`config.mk`:
```
export PLATFORM = sky130hd
export DESIGN_NAME = ow_search_accel
export DESIGN_NICKNAME = d
export VERILOG_FILES = /design/src/rtl/ow_sra_pkg.sv /design/src/rtl/ow_sra_pick.sv /design/src/rtl/ow_sra_seq.sv /design/src/rtl/ow_sra_pack.sv /design/src/rtl/ow_search_accel.sv
export SDC_FILE = /design/constraint.sdc
export NUM_CORES = 1
export LEC_CHECK = 0
export BUFFER_PORTS_ARGS = -buffer_cell sky130_fd_sc_hd__buf_2
export CAP_MARGIN = 20
export CORE_MARGIN = 2
export CORE_UTILIZATION = 50
export CTS_BUF_LIST = sky130_fd_sc_hd__clkbuf_2
export CTS_CLUSTER_SIZE = 28
export DETAILED_ROUTE_END_ITERATION = 7
export GPL_TIMING_DRIVEN = 0
export PLACE_DENSITY = 0.73
export SLEW_MARGIN = 10
export SYNTH_ARGS = -nofsm -noshare
export SYNTH_HDL_FRONTEND = slang
export SYNTH_SLANG_ARGS = --single-unit
export TNS_END_PERCENT = 10
```
`constraint.sdc`:
```
create_clock -name clk -period 2.12 [get_ports clk]
set_input_delay 0.106 -clock clk [delete_from_list [all_inputs] [get_ports clk]]
set_output_delay 0.106 -clock clk [all_outputs]
set_load 0.05 [all_outputs]
```
`src/rtl/ow_sra_pkg.sv`:
```
// Shared types for the one-wire search accelerator.
// Assumes a single clock domain with synchronous active-low reset.
package ow_sra_pkg;

    typedef enum logic [1:0] {
        SRA_IDLE    = 2'd0,
        SRA_RD_TRUE = 2'd1,
        SRA_RD_CMP  = 2'd2,
        SRA_WRITE   = 2'd3
    } sra_state_t;

endpackage

```
`src/rtl/ow_sra_pick.sv`:
```
// Direction selector for one search position.
// Takes the true read, the complement read and the host hint.
// Returns the chosen branch bit and the conflict/empty flag.
// Purely combinational; its inputs are assumed stable during the write slot.
module ow_sra_pick (
    input  logic id_bit,
    input  logic cmp_bit,
    input  logic hint_bit,
    output logic dir_bit,
    output logic flag_bit
);

    // Choose the branch from the two reads, falling back on the hint.
    always_comb begin
        if (id_bit != cmp_bit) begin
            dir_bit  = id_bit;
            flag_bit = 1'b0;
        end else if (!id_bit) begin
            dir_bit  = hint_bit;
            flag_bit = 1'b1;
        end else begin
            dir_bit  = 1'b1;
            flag_bit = 1'b1;
        end
    end

endmodule

```
`src/rtl/ow_sra_seq.sv`:
```
// Slot sequencer: runs read-true, read-complement, write for each of
// NPOS positions and signals each finished position and the finished byte.
// Assumes slot_done pulses for one cycle while slot_req is high.
module ow_sra_seq
    import ow_sra_pkg::*;
#(
    parameter int NPOS = 4
) (
    input  logic                    clk,
    input  logic                    rst_n,
    input  logic                    acc_en,
    input  logic                    host_wr,
    input  logic [2*NPOS-1:0]       host_wdata,
    input  logic                    slot_done,
    input  logic                    slot_rbit,
    output logic                    slot_req,
    output logic                    slot_op,
    output logic [$clog2(NPOS)-1:0] pos,
    output logic [2*NPOS-1:0]       host_q,
    output logic                    id_q,
    output logic                    cmp_q,
    output logic                    step_done,
    output logic                    byte_done
);

    localparam int POS_W = $clog2(NPOS);
    localparam logic [POS_W-1:0] LAST_POS = POS_W'(NPOS - 1);

    sra_state_t state;
    logic       start;

    assign start     = host_wr && acc_en && (state == SRA_IDLE);
    assign slot_req  = (state != SRA_IDLE);
    assign slot_op   = (state == SRA_WRITE);
    assign step_done = (state == SRA_WRITE) && slot_done;
    assign byte_done = step_done && (pos == LAST_POS);

    // State, position counter and captured reads.
    always_ff @(posedge clk) begin
        if (!rst_n) begin
            state  <= SRA_IDLE;
            pos    <= '0;
            host_q <= '0;
            id_q   <= 1'b0;
            cmp_q  <= 1'b0;
        end else if (!acc_en) begin
            state <= SRA_IDLE;
            pos   <= '0;
        end else begin
            case (state)
                SRA_IDLE: if (start) begin
                    host_q <= host_wdata;
                    pos    <= '0;
                    state  <= SRA_RD_TRUE;
                end
                SRA_RD_TRUE: if (slot_done) begin
                    id_q  <= slot_rbit;
                    state <= SRA_RD_CMP;
                end
                SRA_RD_CMP: if (slot_done) begin
                    cmp_q <= slot_rbit;
                    state <= SRA_WRITE;
                end
                SRA_WRITE: if (slot_done) begin
                    if (pos == LAST_POS) begin
                        pos   <= '0;
                        state <= SRA_IDLE;
                    end else begin
                        pos   <= pos + 1'b1;
                        state <= SRA_RD_TRUE;
                    end
                end
                default: state <= SRA_IDLE;
            endcase
        end
    end

endmodule

```
`src/rtl/ow_sra_pack.sv`:
```
// Reply packer: stores {dir, flag} of each position at pair pos.
// Publishes the byte and raises the full flag when the byte finishes.
// Assumes step_done and byte_done come from the sequencer; byte_done implies step_done.
module ow_sra_pack #(
    parameter int NPOS = 4
) (
    input  logic                    clk,
    input  logic                    rst_n,
    input  logic                    step_done,
    input  logic                    byte_done,
    input  logic [$clog2(NPOS)-1:0] pos,
    input  logic                    dir_bit,
    input  logic                    flag_bit,
    input  logic                    host_rd,
    output logic [2*NPOS-1:0]       rx_byte,
    output logic                    rx_full
);

    localparam int BYTE_W = 2 * NPOS;

    logic [BYTE_W-1:0] work_q;
    logic [BYTE_W-1:0] work_next;

    // Merge the current position into the working reply.
    always_comb begin
        work_next = work_q;
        work_next[2*int'(pos) +: 2] = {dir_bit, flag_bit};
    end

    // Working reply, published reply and full flag (a set wins over a clear).
    always_ff @(posedge clk) begin
        if (!rst_n) begin
            work_q  <= '0;
            rx_byte <= '0;
            rx_full <= 1'b0;
        end else begin
            if (step_done) work_q <= work_next;
            if (byte_done) begin
                rx_byte <= work_next;
                rx_full <= 1'b1;
            end else if (host_rd) begin
                rx_full <= 1'b0;
            end
        end
    end

endmodule

```
`src/rtl/ow_search_accel.sv`:
```
// Top of the one-wire ROM search accelerator.
// Each accepted host byte resolves NPOS search positions through the slot
// generator and returns an interleaved reply of chosen bits and flags.
// Assumes bus reset and the search command are issued elsewhere.
module ow_search_accel #(
    parameter int NPOS = 4
) (
    input  logic                clk,
    input  logic                rst_n,
    input  logic                acc_en,
    input  logic                host_wr,
    input  logic [2*NPOS-1:0]   host_wdata,
    input  logic                host_rd,
    output logic [2*NPOS-1:0]   rx_byte,
    output logic                rx_full,
    output logic                slot_req,
    output logic                slot_op,
    output logic                slot_wbit,
    input  logic                slot_done,
    input  logic                slot_rbit
);

    localparam int POS_W  = $clog2(NPOS);
    localparam int BYTE_W = 2 * NPOS;

    logic [POS_W-1:0]  pos;
    logic [BYTE_W-1:0] host_q;
    logic [NPOS-1:0]   hints;
    logic              id_q, cmp_q, step_done, byte_done, flag_bit;

    // Hints for double-zero positions sit in the odd bits of the host byte.
    for (genvar p = 0; p < NPOS; p++) begin : g_hint
        assign hints[p] = host_q[2*p+1];
    end

    ow_sra_seq #(.NPOS(NPOS)) u_seq (
        .clk        (clk),
        .rst_n      (rst_n),
        .acc_en     (acc_en),
        .host_wr    (host_wr),
        .host_wdata (host_wdata),
        .slot_done  (slot_done),
        .slot_rbit  (slot_rbit),
        .slot_req   (slot_req),
        .slot_op    (slot_op),
        .pos        (pos),
        .host_q     (host_q),
        .id_q       (id_q),
        .cmp_q      (cmp_q),
        .step_done  (step_done),
        .byte_done  (byte_done)
    );

    ow_sra_pick u_pick (
        .id_bit   (id_q),
        .cmp_bit  (cmp_q),
        .hint_bit (hints[pos]),
        .dir_bit  (slot_wbit),
        .flag_bit (flag_bit)
    );

    ow_sra_pack #(.NPOS(NPOS)) u_pack (
        .clk       (clk),
        .rst_n     (rst_n),
        .step_done (step_done),
        .byte_done (byte_done),
        .pos       (pos),
        .dir_bit   (slot_wbit),
        .flag_bit  (flag_bit),
        .host_rd   (host_rd),
        .rx_byte   (rx_byte),
        .rx_full   (rx_full)
    );

endmodule

```
==> reports/results.ini <==
[yosys]
summed_instance_area_of_the_synthesized_netlist_mm2=0.00146
async_s_r_ff_share_synth_pct=0
synth_area_leaders=sky130_fd_sc_hd__dfxtp_1 (37%), sky130_fd_sc_hd__mux2i_1 (9.6%), sky130_fd_sc_hd__ha_1 (9.4%), sky130_fd_sc_hd__nor2b_1 (4.7%), sky130_fd_sc_hd__nand3_1 (4.5%)
number_of_enable_flip_flop_cells_after_synthesis=0
synth_cell_types=33
yosys_warnings=0
syn_avg_cell_area_um2=9.02
postSynth.topFlopCell=sky130_fd_sc_hd__dfxtp_1
synth_area_leader_cell=sky130_fd_sc_hd__dfxtp_1
netlist_top_cells_count=sky130_fd_sc_hd__dfxtp_1 (27), sky130_fd_sc_hd__mux2i_1 (14), sky130_fd_sc_hd__nand3_1 (13), sky130_fd_sc_hd__nor2_1 (13), sky130_fd_sc_hd__a21oi_1 (12)
post-synth-top-count-cell=sky130_fd_sc_hd__dfxtp_1
postSynthCellCount=162
portion_of_the_post_synthesis_area_used_by_sequential_elements_pct=37.0
synth_seq_cells=27
synth.top_cell.area_share_pct=37.0
synth_fp_nets=188

[setup_path]
setup.worst_path.class=reg2out
critPathBufInv=2
timing.critical_path.slowest_stage_cell=sky130_fd_sc_hd__dfxtp_1
worst_setup_path_end_kind=primary output
cp.required_ns=2.01
cp_max_fo=9
timing.reg2reg.setup_slack_ns=0.23
critPathTopFamily=buffers and inverters
worst-endpoint-arrival_ns=1.87
crit_chain=buf_2 > mux2i_1 > a22o_2 > nor2b_1 > buf_2
worst_path_largest_cell_delay_ns=0.45
worstSetupStartpointType=register
most_common_cell_on_crit_path=sky130_fd_sc_hd__buf_2

[global_route]
grt-ovfl-total=0
globalRouteMet3Util_pct=2.01
grt_use_total_pct=21.3
globalRoute.busiestLayer=met2
number_of_antenna_violations_at_the_first_check_in_global_routing=0
grt_max_degree=17
grt_pass1_vias=1257
grt_use_met1_pct=27.4
met2_track_utilization_from_global_routing_pct=37.5
first_pass_grt_wire_length_mm=5.60

[sta]
final_worst_path_period_need_ns=1.97
clock_skew_ns=0.0107
maxClockFrequency_mhz=507
finalHoldViolCount=0
worst_slew_slack_as_a_fraction_of_its_limit_pct=50.2
rsz0062_at_grt=no
period_share_pct=93.1
max_slew.worst_pin.slew_ns=0.741
final-max-slew-violation-count=0
setup_total_negative_slack_ns=0
setup_viol_count_final=0

[die]
die_x_um=58.1
die_h_um=58.1
floorplan.initialDensity_pct=53.0
core.rowCount=19
core_mm2=0.00276
full_die_area_mm2=0.00337
ioPinCount=27

[power_and_ir_drop]
switching_power_uw=218
sequentialPowerShare_pct=63.9
power.leakage_nw=0.719
ir_worst_vdd_mv=0.501
comb_power_share_pct=10.8
sw_frac_of_total_pct=26.9
clock_group_share_of_total_power_pct=25.3
power_report.internal_total_uw=593
cellPowerDensity_mw_per_mm2=479

[clock_network]
worst_skew_pair.late_latency_ns=0.36
clk_pin_slew_ns=0.26
cts.sinks=27
ctsRootBufferMaster=sky130_fd_sc_hd__clkbuf_2
cts_buffers=3
cts_htree_levels=1
cts_tree=yes
cts_max_path_buffers=2

[layout]
layout-drive-gt1-share_pct=18.8
post-route-util_pct=61.4
final_net_count=219
filler_instances=248
insertedDiodeCount=0
area.growth.synth_to_final_pct=15.9

[route]
wire_per_inst_um=15.0
drt_first_pass_iters=4
drc=0
dr_total_vias=1296
detail-route-antenna-nets=0
routed_via_density=5.81
dr.first_iter.drc_count=43
detail_route.wirelength_mm=3.35

[placement]
portBuffers=21
hpwlAfterDp_mm=2.43
place.gp.congestion=0.825

[status]
outcome=complete, no violations

[min_path]
holdCritPathClass=in2reg

[run]
maxCapViolCount=0

worst paths after layout:
path | start | depth (start not counted) | to
worst max-delay path | u_seq.pos[0] | 5 | slot_wbit
worst min-delay path | acc_en | 3 | u_seq.state[1]
worst max register to register | u_seq.pos[0] | 6 | u_pack.rx_byte[7]
worst min register to register | u_pack.work_q[7] | 2 | u_pack.work_q[7]
cells by family (layout without fill, tap and decap cells):
| kind of cell | after synthesis | after routing | share of synthesized area, % |
|---|---|---|---|
| AO/OA/AOI/OAI | 38 | 38 | 16.8 |
| adder cells (fa/ha/maj) | 11 | 11 | 9.42 |
| flip-flops | 27 | 27 | 37.0 |
| multiplexers | 14 | 14 | 9.59 |
| XOR/XNOR | 1 | 1 | 0.599 |
| AND/OR/NAND/NOR | 53 | 53 | 21.1 |
| buffers and inverters | 18 | 48 | 5.48 |
worst register-to-register path: stages, from the launching register on:
cell and delay (ns):
sky130_fd_sc_hd__dfxtp_1 0.45, sky130_fd_sc_hd__buf_2 0.23, sky130_fd_sc_hd__inv_1 0.11, sky130_fd_sc_hd__ha_1 0.39
sky130_fd_sc_hd__nor4bb_4 0.37, sky130_fd_sc_hd__o2111ai_1 0.17, sky130_fd_sc_hd__o22ai_1 0.15
flip-flops by register name (all words and copies together) (netlist names):
register        flops
u_pack.rx_byte      8
u_seq.state         2
u_seq.pos           2
u_pack.rx_full      1
u_seq.host_q        4
u_seq.cmp_q         1
u_seq.id_q          1
u_pack.work_q       8
final cells by class:
type	instances	area, um^2	area share (%)
clock inverter	1	7.51	0.443
multi-input combinational	117	857	50.6
tap	31	38.8	2.29
timing repair buffer	26	155	9.16
clock buffer	3	15.0	0.886
buffer	10	50.0	2.95
inverter	8	30.0	1.77
sequential	27	541	31.9
metal layers:
| metal | part of all wire [%] | wire, um | vias to the layer above |
|---|---|---|---|
| li1 | - | - | 643 |
| met1 | 45 | 1500 | 622 |
| met2 | 50 | 1680 | 27 |
| met3 | 3.9 | 129 | 4 |
| met4 | 0.84 | 28 | 0 |
| met5 | 0 | 0 | - |
what timing repair did:
action / CTS / global route
endpoints found under the hold margin: 6 / 0
buffers inserted: 0 / 0
endpoints found under the setup margin: 0 / 5
resized for setup: 0 / 3
hold buffers: 5 / 0
metrics by stage:
| stage | setup slack [ns] | cells | instance area [um^2] | hold slack, ns | total power, mW |
|---|---|---|---|---|---|
| 3_3_place_gp | 0.118 | 214 | 1610 | 0.339 | 0.604 |
| 6_report | 0.146 | 223 | 1690 | 0.0414 | 0.811 |
| 3_5_place_dp | 0.0553 | 214 | 1610 | 0.347 | 0.608 |
| 4_1_cts | 0.0108 | 223 | 1680 | 0.0220 | 0.814 |
| 2_1_floorplan | 0.246 | 162 | 1460 | 0.250 | 0.581 |
| 5_1_grt | 0.0298 | 223 | 1690 | 0.0419 | 0.834 |
cells in the final DEF (no fill, tap or decap), types with 2 or more instances in the layout:
master | netlist | routed
sky130_fd_sc_hd__dfxtp_1 | 27 | 27
sky130_fd_sc_hd__buf_2 | 4 | 25
sky130_fd_sc_hd__mux2i_1 | 14 | 14
sky130_fd_sc_hd__nor2_1 | 13 | 13
sky130_fd_sc_hd__nand3_1 | 13 | 13
sky130_fd_sc_hd__a21oi_1 | 12 | 12
sky130_fd_sc_hd__nor2b_1 | 11 | 11
sky130_fd_sc_hd__ha_1 | 11 | 11
sky130_fd_sc_hd__o21ai_0 | 10 | 10
sky130_fd_sc_hd__inv_1 | 8 | 8
sky130_fd_sc_hd__dlygate4sd3_1 | 0 | 5
sky130_fd_sc_hd__clkbuf_1 | 4 | 4
sky130_fd_sc_hd__a32oi_1 | 4 | 4
sky130_fd_sc_hd__nand4_1 | 4 | 4
sky130_fd_sc_hd__o2111ai_1 | 4 | 4
sky130_fd_sc_hd__o22ai_1 | 4 | 4
sky130_fd_sc_hd__clkbuf_2 | 0 | 3
sky130_fd_sc_hd__and4bb_2 | 2 | 2
power by group through the flow:
stage	Clock, mW	Sequential (mW)	Combinational (mW)
after global placement	0	0.527	0.0773
after global routing	0.218	0.520	0.0964
after CTS	0.208	0.519	0.0870
final	0.205	0.519	0.0875
after floorplan	0	0.527	0.0546
after detailed placement	0	0.528	0.0798
(Power assumes the default switching activity.)
